### src/rtl/xbus_pkg.sv
package xbus_pkg;

  typedef enum logic [2:0] {
    XS_IDLE = 3'd0,
    XS_ROM  = 3'd1,
    XS_ALE  = 3'd2,
    XS_HOLD = 3'd3,
    XS_DATA = 3'd4
  } xb_state_t;

  // decides whether a fetch is served by the on-chip ROM
  function automatic logic xb_onchip(input logic is_code, input logic strap_q,
                                     input logic [31:0] addr, input int unsigned rom_bytes);
    return is_code && strap_q && (addr < rom_bytes);
  endfunction

  // returns {a17_enable, a16_enable} for a selection code
  function automatic logic [1:0] xb_hi_enables(input logic [1:0] cfg);
    logic [1:0] en;
    case (cfg)
      2'b00:   en = 2'b00;
      2'b01:   en = 2'b10;
      default: en = 2'b11;
    endcase
    return en;
  endfunction

  // effective write flag: code fetches are always reads
  function automatic logic xb_eff_write(input logic is_code, input logic wr);
    return wr && !is_code;
  endfunction

endpackage

### src/rtl/xbus_wait_sync.sv
module xbus_wait_sync #(
  parameter int STAGES = 2
) (
  input  logic clk,
  input  logic rst_n,
  input  logic async_in,
  output logic sync_out
);
  logic [STAGES-1:0] chain;

  generate
    for (genvar s = 0; s < STAGES; s++) begin : g_stage
      if (s == 0) begin : g_first
        always_ff @(posedge clk or negedge rst_n) begin
          if (!rst_n) chain[0] <= 1'b1;
          else        chain[0] <= async_in;
        end
      end else begin : g_next
        always_ff @(posedge clk or negedge rst_n) begin
          if (!rst_n) chain[s] <= 1'b1;
          else        chain[s] <= chain[s-1];
        end
      end
    end
  endgenerate

  assign sync_out = chain[STAGES-1];
endmodule

### src/rtl/xbus_mode_latch.sv
module xbus_mode_latch (
  input  logic clk,
  input  logic rst_n,
  input  logic strap_in,
  output logic strap_q,
  output logic ready
);
  always_ff @(posedge clk or negedge rst_n) begin
    if (!rst_n) begin
      strap_q <= 1'b0;
      ready   <= 1'b0;
    end else if (!ready) begin
      strap_q <= strap_in;
      ready   <= 1'b1;
    end
  end
endmodule

### src/rtl/xbus_addr_steer.sv
module xbus_addr_steer #(
  parameter int LANE_W = 8,
  localparam int ADDR_W = 2 * LANE_W + 2
) (
  input  logic [ADDR_W-1:0] addr_q,
  input  logic              bus_active,
  input  logic [1:0]        xaddr_cfg,
  input  logic              port_a16,
  input  logic              port_a17,
  output logic [LANE_W-1:0] bus_hi,
  output logic              bus_a16,
  output logic              bus_a17
);
  import xbus_pkg::*;

  logic [1:0] en;

  always_comb begin
    en      = xb_hi_enables(xaddr_cfg);
    bus_hi  = bus_active ? addr_q[2*LANE_W-1:LANE_W] : '0;
    bus_a17 = en[1] ? addr_q[2*LANE_W+1] : port_a17;
    bus_a16 = en[0] ? addr_q[2*LANE_W]   : port_a16;
  end
endmodule

### src/rtl/xbus_fsm.sv
module xbus_fsm #(
  parameter int LANE_W = 8,
  localparam int ADDR_W = 2 * LANE_W + 2
) (
  input  logic               clk,
  input  logic               rst_n,
  input  logic               ready,
  input  logic               req_valid,
  input  logic               req_code,
  input  logic               req_write,
  input  logic [ADDR_W-1:0]  req_addr,
  input  logic [LANE_W-1:0]  req_wdata,
  input  logic               onchip_hit,
  input  logic               wait_ok,
  input  logic [LANE_W-1:0]  bus_ad_in,
  input  logic [LANE_W-1:0]  rom_rdata,
  output logic [ADDR_W-1:0]  addr_q,
  output logic               bus_ale,
  output logic [LANE_W-1:0]  bus_ad_out,
  output logic               bus_ad_oe,
  output logic               bus_rd_n,
  output logic               bus_wr_n,
  output logic               rom_rd,
  output logic               req_done,
  output logic [LANE_W-1:0]  req_rdata,
  output logic               bus_active
);
  import xbus_pkg::*;

  xb_state_t         state;
  logic              wr_q;
  logic [LANE_W-1:0] wd_q;
  logic              done_q;
  logic [LANE_W-1:0] rdata_q;

  always_ff @(posedge clk or negedge rst_n) begin
    if (!rst_n) begin
      state   <= XS_IDLE;
      addr_q  <= '0;
      wr_q    <= 1'b0;
      wd_q    <= '0;
      done_q  <= 1'b0;
      rdata_q <= '0;
    end else begin
      done_q <= 1'b0;
      case (state)
        XS_IDLE: begin
          if (ready && req_valid) begin
            addr_q <= req_addr;
            wr_q   <= xb_eff_write(req_code, req_write);
            wd_q   <= req_wdata;
            state  <= onchip_hit ? XS_ROM : XS_ALE;
          end
        end
        XS_ROM: begin
          rdata_q <= rom_rdata;
          done_q  <= 1'b1;
          state   <= XS_IDLE;
        end
        XS_ALE:  state <= XS_HOLD;
        XS_HOLD: state <= XS_DATA;
        XS_DATA: begin
          if (wait_ok) begin
            if (!wr_q) rdata_q <= bus_ad_in;
            done_q <= 1'b1;
            state  <= XS_IDLE;
          end
        end
        default: state <= XS_IDLE;
      endcase
    end
  end

  always_comb begin
    bus_ale    = 1'b0;
    bus_ad_out = '0;
    bus_ad_oe  = 1'b0;
    bus_rd_n   = 1'b1;
    bus_wr_n   = 1'b1;
    rom_rd     = 1'b0;
    bus_active = 1'b0;
    case (state)
      XS_ROM: rom_rd = 1'b1;
      XS_ALE: begin
        bus_active = 1'b1;
        bus_ale    = 1'b1;
        bus_ad_oe  = 1'b1;
        bus_ad_out = addr_q[LANE_W-1:0];
      end
      XS_HOLD: begin
        bus_active = 1'b1;
        bus_ad_oe  = 1'b1;
        bus_ad_out = addr_q[LANE_W-1:0];
      end
      XS_DATA: begin
        bus_active = 1'b1;
        if (wr_q) begin
          bus_ad_oe  = 1'b1;
          bus_ad_out = wd_q;
          bus_wr_n   = 1'b0;
        end else begin
          bus_rd_n   = 1'b0;
        end
      end
      default: ;
    endcase
  end

  assign req_done  = done_q;
  assign req_rdata = rdata_q;
endmodule

### src/rtl/xbus_ctrl.sv
module xbus_ctrl #(
  parameter int LANE_W    = 8,
  parameter int ROM_BYTES = 4096,
  parameter int SYNC_STAGES = 2,
  localparam int ADDR_W = 2 * LANE_W + 2,
  localparam int ROM_AW = $clog2(ROM_BYTES)
) (
  input  logic              clk,
  input  logic              rst_n,
  input  logic              req_valid,
  input  logic              req_code,
  input  logic              req_write,
  input  logic [ADDR_W-1:0] req_addr,
  input  logic [LANE_W-1:0] req_wdata,
  output logic              req_done,
  output logic [LANE_W-1:0] req_rdata,
  output logic              rom_rd,
  output logic [ROM_AW-1:0] rom_addr,
  input  logic [LANE_W-1:0] rom_rdata,
  input  logic              rom_use_strap,
  input  logic [1:0]        xaddr_cfg,
  input  logic              port_a16,
  input  logic              port_a17,
  input  logic              bus_wait_n,
  output logic              bus_ale,
  output logic [LANE_W-1:0] bus_ad_out,
  output logic              bus_ad_oe,
  input  logic [LANE_W-1:0] bus_ad_in,
  output logic [LANE_W-1:0] bus_hi,
  output logic              bus_a16,
  output logic              bus_a17,
  output logic              bus_rd_n,
  output logic              bus_wr_n
);
  import xbus_pkg::*;

  // internal events brought out for the checker
  logic              wait_ok;
  logic              mode_q;
  logic              mode_ready;
  logic              onchip_hit;
  logic              bus_active;
  logic [ADDR_W-1:0] addr_q;

  xbus_wait_sync #(.STAGES(SYNC_STAGES)) wait_sync_i (
    .clk      (clk),
    .rst_n    (rst_n),
    .async_in (bus_wait_n),
    .sync_out (wait_ok)
  );

  xbus_mode_latch mode_i (
    .clk      (clk),
    .rst_n    (rst_n),
    .strap_in (rom_use_strap),
    .strap_q  (mode_q),
    .ready    (mode_ready)
  );

  assign onchip_hit = xb_onchip(req_code, mode_q, 32'(req_addr), ROM_BYTES);

  xbus_fsm #(.LANE_W(LANE_W)) fsm_i (
    .clk        (clk),
    .rst_n      (rst_n),
    .ready      (mode_ready),
    .req_valid  (req_valid),
    .req_code   (req_code),
    .req_write  (req_write),
    .req_addr   (req_addr),
    .req_wdata  (req_wdata),
    .onchip_hit (onchip_hit),
    .wait_ok    (wait_ok),
    .bus_ad_in  (bus_ad_in),
    .rom_rdata  (rom_rdata),
    .addr_q     (addr_q),
    .bus_ale    (bus_ale),
    .bus_ad_out (bus_ad_out),
    .bus_ad_oe  (bus_ad_oe),
    .bus_rd_n   (bus_rd_n),
    .bus_wr_n   (bus_wr_n),
    .rom_rd     (rom_rd),
    .req_done   (req_done),
    .req_rdata  (req_rdata),
    .bus_active (bus_active)
  );

  xbus_addr_steer #(.LANE_W(LANE_W)) steer_i (
    .addr_q     (addr_q),
    .bus_active (bus_active),
    .xaddr_cfg  (xaddr_cfg),
    .port_a16   (port_a16),
    .port_a17   (port_a17),
    .bus_hi     (bus_hi),
    .bus_a16    (bus_a16),
    .bus_a17    (bus_a17)
  );

  assign rom_addr = addr_q[ROM_AW-1:0];
endmodule

### config.mk
export PLATFORM = sky130hd
export DESIGN_NAME = xbus_ctrl
export DESIGN_NICKNAME = d
export VERILOG_FILES = /design/src/rtl/xbus_pkg.sv /design/src/rtl/xbus_wait_sync.sv /design/src/rtl/xbus_mode_latch.sv /design/src/rtl/xbus_addr_steer.sv /design/src/rtl/xbus_fsm.sv /design/src/rtl/xbus_ctrl.sv
export SDC_FILE = /design/constraint.sdc
export NUM_CORES = 1
export LEC_CHECK = 0
export BUFFER_PORTS_ARGS = -buffer_cell sky130_fd_sc_hd__buf_2
export CORE_MARGIN = 2
export CORE_UTILIZATION = 51
export CTS_BUF_LIST = sky130_fd_sc_hd__clkbuf_8
export CTS_CLUSTER_DIAMETER = 50
export DETAILED_ROUTE_END_ITERATION = 8
export PLACE_DENSITY = 0.87
export SETUP_SLACK_MARGIN = 0.15
export SLEW_MARGIN = 40
export SYNTH_ARGS = -nofsm -noshare
export SYNTH_HDL_FRONTEND = slang
export SYNTH_SLANG_ARGS = --single-unit
### constraint.sdc
create_clock -name clk -period 2.7 [get_ports clk]
set_input_delay 0.27 -clock clk [delete_from_list [all_inputs] [get_ports clk]]
set_output_delay 0.27 -clock clk [all_outputs]
set_load 0.005 [all_outputs]
==> results.ini, run 1 <==
[yosys]
synth_cell_types=29
synth_top_area_share_pct=50.6
yosysTopAreaCell=dfrtp_1
synth_nets=203
netlist_top_cells_area=dfrtp_1 (51%), mux2_2 (25%), buf_4 (4.8%)
ys_warn_count=0
synth_edf_count=0
synth.avg_cell_area_sq_um=13.5
ys_seq_area_share_pct=53.2
synthArstFlopShare_pct=100
syn_area_sq_mm=0.00203
synthFlopType=dfrtp_1
syn_inst=150
synth-seq-cells=43

[finish]
drive_gt1_share_pct=64.2
nets=292
final_util_pct=68.1
area_delta_synth_final_pct=25.7
diodes=0

[placed_design]
hpwl_microns=3080
place.port_buffers=96
gp_congestion=0.753

[routing]
drt_pass1_iterations=4
routedWlPerCell_microns=13.6
drc=0
vias=1423
detail_route.iter0.violations=63
antenna_left=0
wl_microns=3920
vias_per_cell=4.94

[global_route]
gr-total-overflow=0
antenna_found_initial=0
grt_pass1_vias=1432
track_usage_pct=19.3
grt_pass1_wl_microns=6400
grt_start_max_net_pins=44

[status]
status=complete, no violations

[sta]
relSlewSlack_pct=55.1
finClkSkew_ns=0.00567
hold_viol_final=0
setup_viol=0
fin_crit_sh_pct=83.3
slew_viol_final=0
rsz0062_at_grt=no
worst_pin_slew_ns=0.673
max_freq_ghz=0.445
final.min_clock_period_ns=2.25
tns_ns=0

[clock_tree]
cts_buffer_depth=2
clock-sinks=43
cts_tree=done
clk_pin_slew_ns=0.07
worstSkewPairLatency_ns=0.29
clockRootBuffer=clkbuf_8
postCtsResizedCells=0
cts_buffers=5
htreeDepth=2

[critical_path]
worst_ep_arrival_time_ns=1.98
worstSetupStartpointType=flip-flop
crit_fanout=9
required_ns=2.43
path_class=reg -> out
crit_path_end_kind=output pin

[power_and_ir_drop]
power.density_mw_per_mm2=1030
ir_drop_mv=0.531
leakage_nw=1.26

[floorplan]
initial_core_util_pct=54.2
io_pins=97
core-area_sq_mm=0.00374
die_w_microns=67.1
rows=22
die_area_sq_mm=0.00450
die_h_microns=67.1

[job]
drv_cap=0

[worst_hold_path]
min_path_type=in -> reg

## power breakdown
group / switching [mW] / total, mW / internal (mW) / leakage [nW]
Combinational: 0.450 / 1.13 / 0.676 / 0.694
Clock: 0.190 / 0.363 / 0.172 / 0.0519
Sequential: 0.201 / 1.15 / 0.946 / 0.512
Total: 0.841 / 2.63 / 1.79 / 1.26
## placed cells by master, fill, tap and decap left out, types with 2 or more instances in the layout
cell,count
nor2_1,4
nand2b_1,2
a22o_1,8
buf_2,95
dfstp_2,2
nor2b_1,10
mux2_2,45
dfrtp_1,41
buf_4,4
clkbuf_8,5
inv_1,6
## final timing paths
path	to	slack, ns	depth (start not counted)	from
max	bus_hi[4]	0.45	4	fsm_i.state[1]$_DFFE_PN0P_
min reg2reg	wait_sync_i.sync_out$_DFF_PN1_	0.36	0	wait_sync_i.chain[0]$_DFF_PN1_
max reg2reg	fsm_i.req_rdata[3]$_DFFE_PN0P_	0.94	4	fsm_i.state[2]$_DFFE_PN0P_
max in group asynchronous	fsm_i.wd_q[3]$_DFFE_PN0P_	1.83	2	rst_n
min in group asynchronous	fsm_i.req_rdata[3]$_DFFE_PN0P_	0.50	2	rst_n
min	wait_sync_i.chain[0]$_DFF_PN1_	0.08	1	bus_wait_n
## cell type report
class	count	area, sq um
fillers	312	1190
flip-flops and latches	43	1080
multi-input cells	86	805
repair buffers	100	515
clock buffers	5	68.8
well taps	48	60.1
clock inverters	3	11.3
inverters	3	11.3
## kinds of logic (layout without fill, tap and decap cells)
group / after synthesis / count (layout) / synth area share, %
buf+inv: 21 / 111 / 7.16
mux: 46 / 46 / 25.5
other cells: 1 / 1 / 0.185
compound gates: 15 / 15 / 5.92
flops: 43 / 43 / 53.2
simple gates: 24 / 24 / 8.02
## stage by stage
stage | total power, mW | cell area (sq um) | setup WS [ns] | cells | hold WS (ns)
3_3_place_gp | 2.25 | 2460 | 0.831 | 279 | 0.346
3_5_place_dp | 2.31 | 2460 | 0.752 | 279 | 0.286
6_report | 2.63 | 2550 | 0.451 | 288 | 0.0813
2_1_floorplan | 1.94 | 2030 | 1.06 | 150 | -0.0256
4_1_cts | 2.67 | 2550 | 0.436 | 288 | 0.0699
5_1_grt | 2.85 | 2550 | 0.288 | 288 | 0.0559
## critical path, cell delays in order (launching register included)
cell and delay (ns):
dfrtp_1 0.51, nor2b_1 0.60, nor2_1 0.29, nor2b_1 0.17, buf_2 0.12
## metal layers
layer | GRT usage (%) | vias up | part of all wire [%]
li1 | - | 696 | -
met5 | 0 | - | 0
met3 | 6.25 | 6 | 6.2
met4 | 5.61 | 0 | 1.5
met2 | 33.8 | 50 | 51
met1 | 22.5 | 671 | 41
## registers in the layout, summed over array words and instances (netlist names)
signal / flops
fsm_i.state: 3
mode_i.ready: 1
wait_sync_i.chain: 1
fsm_i.addr_q: 18
fsm_i.req_done: 1
fsm_i.req_rdata: 8
wait_sync_i.sync_out: 1
fsm_i.wr_q: 1
mode_i.strap_q: 1
fsm_i.wd_q: 8
## cells in the mapped netlist (2+ instances only)
library cell  count
a22o_1            8
buf_4            13
nor2b_1          10
dfrtp_1          41
buf_2             2
nor2_1            4
mux2_2           45
inv_1             3
nand2b_1          2
dfstp_2           2
buf_6             2
## timing repair
item,4_1_cts,5_1_grt
setup buffers,0,0
hold endpoints to repair,41,0
hold buffers,1,0
Note: power is estimated with default switching activity, not from simulation.
==> run 2: changes to the inputs <==
- ABC_AREA: not set -> 1
- CORE_UTILIZATION: 51 -> 49
- PLACE_DENSITY: 0.87 -> 0.82
- clock period: 2.7 -> 2.1 ns (I/O delays scaled with it)
==> results.ini, run 2 <==
[yosys]
ys_top_cells_by_count=nand2_1 (136), dfrtp_1 (41), nand3_1 (27), inv_1 (22), buf_4 (12)
synth-seq-cells=43  ; unchanged
synthArstFlopShare_pct=100  ; unchanged
ys_seq_area_share_pct=49.0  ; -4.1 points
synth.avg_cell_area_sq_um=7.86  ; -42%
synth_top_area_share_pct=46.6  ; -3.9 points
ys_warn_count=0  ; unchanged
yosysMostFrequentCell=nand2_1
synth_nets=333  ; +64%
synth_cell_types=23  ; -21%
syn_area_sq_mm=0.00220  ; +8.5%
synthFlopType=dfrtp_1
netlist_top_cells_area=dfrtp_1 (47%), nand2_1 (23%), nand3_1 (6.1%)
syn_inst=280  ; +87%
synth_edf_count=0  ; unchanged
yosysTopAreaCell=dfrtp_1

[placed_design]
place.port_buffers=96  ; unchanged
hpwl_microns=3540  ; +15%
dpl_cell_area_sq_mm=0.00260  ; +5.8%
gp_congestion=0.769  ; +2.2%
dp.cells=408  ; +46%
pre_cts_ws_ns=0.296  ; -0.456 ns

[clock_tree]
htreeDepth=2  ; unchanged
cts_buffer_depth=2  ; unchanged
post-cts-setup-buffers=0  ; unchanged
worstSkewPairLatency_ns=0.29  ; about the same
clock-sinks=43  ; unchanged
cts_buffers=5  ; unchanged
clockRootBuffer=clkbuf_8
cts_tree=done
clk_pin_slew_ns=0.07  ; about the same

[floorplan]
die_w_microns=71  ; +5.9%
rows=24  ; +9.1%
die_h_microns=71  ; +5.9%
core-area_sq_mm=0.00435  ; +16%
io_pins=97  ; unchanged
initial_core_util_pct=50.5  ; -3.7 points
die_area_sq_mm=0.00504  ; +12%

[critical_path]
crit_fanout=11  ; +2
reg2reg_depth=6  ; +2
worstSetupStartpointType=flip-flop
r2r_start=fsm_i.state[1]$_DFFE_PN0P_
rr_endpoint=fsm_i.addr_q[14]$_DFFE_PN0P_
ff2ff_setup_slack_ns=0.46  ; -0.48 ns
required_ns=1.89  ; -0.54 ns
crit_path_end_kind=output pin
path_class=reg -> out
worst_ep_arrival_time_ns=1.61  ; -0.37 ns

[worst_hold_path]
min_path_type=in -> reg
holdPathStages=1  ; unchanged
hold_start=bus_wait_n
hold_end=wait_sync_i.chain[0]$_DFF_PN1_

[finish]
final_cells=417  ; +45%
fin_area_sq_mm=0.00274  ; +7.4%
area_delta_synth_final_pct=24.5
final_util_pct=62.9  ; -5.2 points
largest-register=fsm_i.addr_q
largest_register_ffs=18  ; unchanged
drive_gt1_share_pct=35.3  ; -29 points
diodes=0  ; unchanged
nets=417  ; +43%
fillCellCount=401  ; +29%
final_cell_mix=nand2_1 (136), buf_2 (95), dfrtp_1 (41), nand3_1 (25), inv_1 (23)
final_common_cell=nand2_1

[routing]
drc=0  ; unchanged
vias_per_cell=4.77  ; -3.4%
vias=1990  ; +40%
wl_microns=4850  ; +23%
antenna_left=0  ; unchanged
routedWlPerCell_microns=11.6  ; -15%
detail_route.iter0.violations=116  ; +84%
drt_pass1_iterations=4  ; unchanged

[sta]
max_freq_ghz=0.550
rsz0062_at_grt=no
fin_crit_sh_pct=86.5
finClkSkew_ns=0.00949  ; +0.00382 ns
hold_viol_final=0  ; unchanged
worst_pin_slew_ns=0.551  ; -0.121 ns
final.min_clock_period_ns=1.82
whs_ns=0.0215  ; -0.0598 ns
setup_ws_ns=0.283  ; -0.168 ns
tns_ns=0  ; unchanged
relSlewSlack_pct=63.2  ; +8.2 points
slew_viol_final=0  ; unchanged
setup_viol=0  ; unchanged

[job]
drv_cap=0  ; unchanged

[global_route]
track_usage_pct=19.8  ; +0.47 points
gr-total-overflow=0  ; unchanged
grt_pass1_wl_microns=7920  ; +24%
antenna_found_initial=0  ; unchanged
grt_pass1_vias=1851  ; +29%
grt_start_max_net_pins=44  ; unchanged

[status]
status=complete, no violations

[power_and_ir_drop]
design_power_total_mw=3.50  ; +33%
ir_drop_mv=0.572  ; +7.8%
leakage_nw=1.69  ; +34%
power.density_mw_per_mm2=1280  ; +24%

==> run 2: kinds of logic (layout without fill, tap and decap cells) <==
family	Yosys count	after routing	synth area share, %
buf+inv	46	131	11.5
other cells	1	1	0.170
mux	3	3	1.54
flops	43	43	49.0
compound gates	10	10	3.30
simple gates	177	177	34.4
==> run 2: layout make-up <==
class	count	area (sq um)	area share (%)
well taps	52	65.1	2.38
inverters	24	95.1	3.47
multi-input cells	191	892	32.6
clock buffers	7	96.3	3.52
flip-flops and latches	43	1080	39.4
clock inverters	1	3.75	0.137
repair buffers	99	508	18.5
==> run 2: worst max-delay path by stage <==
stage	cells after the start	endpoint	slack, ns	startpoint
6_report	6	bus_ad_out[5]	0.28	fsm_i.state[1]$_DFFE_PN0P_
2_1_floorplan	7	bus_hi[0]	0.81	fsm_i.state[0]$_DFFE_PN0P_
4_1_cts	8	bus_hi[4]	0.19	fsm_i.state[0]$_DFFE_PN0P_
3_5_place_dp	6	fsm_i.addr_q[13]$_DFFE_PN0P_	0.30	fsm_i.state[0]$_DFFE_PN0P_
3_3_place_gp	6	fsm_i.addr_q[17]$_DFFE_PN0P_	0.35	fsm_i.state[0]$_DFFE_PN0P_
5_1_grt	6	bus_ad_out[7]	0.15	fsm_i.state[1]$_DFFE_PN0P_
==> run 2: where the power goes <==
group	internal, mW	switching (mW)
combinational	0.623	0.882
sequential	1.18	0.249
clock	0.295	0.264
total	2.10	1.40
==> run 2: repair_timing <==
| item | 4_1_cts | 5_1_grt |
|---|---|---|
| resized for setup | 1 | 4 |
| hold buffers | 1 | 0 |
| hold endpoints to repair | 41 | 0 |
| endpoints found under the setup margin | 12 | 8 |
==> run 2: worst max-delay path: stages (launching register included) <==
cell	delay [ns]
dfrtp_1	0.46
nor2_4	0.32
nand2_8	0.14
inv_6	0.13
nand3_1	0.07
nand2_1	0.09
buf_2	0.11
==> run 2: routing by layer <==
metal | track usage (%) | up-vias | part of all wire, % | routed length [microns]
li1 | - | 1004 | - | -
met1 | 25.6 | 909 | 43 | 2090
met2 | 32.7 | 71 | 49 | 2400
met3 | 4.27 | 6 | 6.4 | 310
met4 | 7.76 | 0 | 1.1 | 52
met5 | 0 | - | 0 | 0
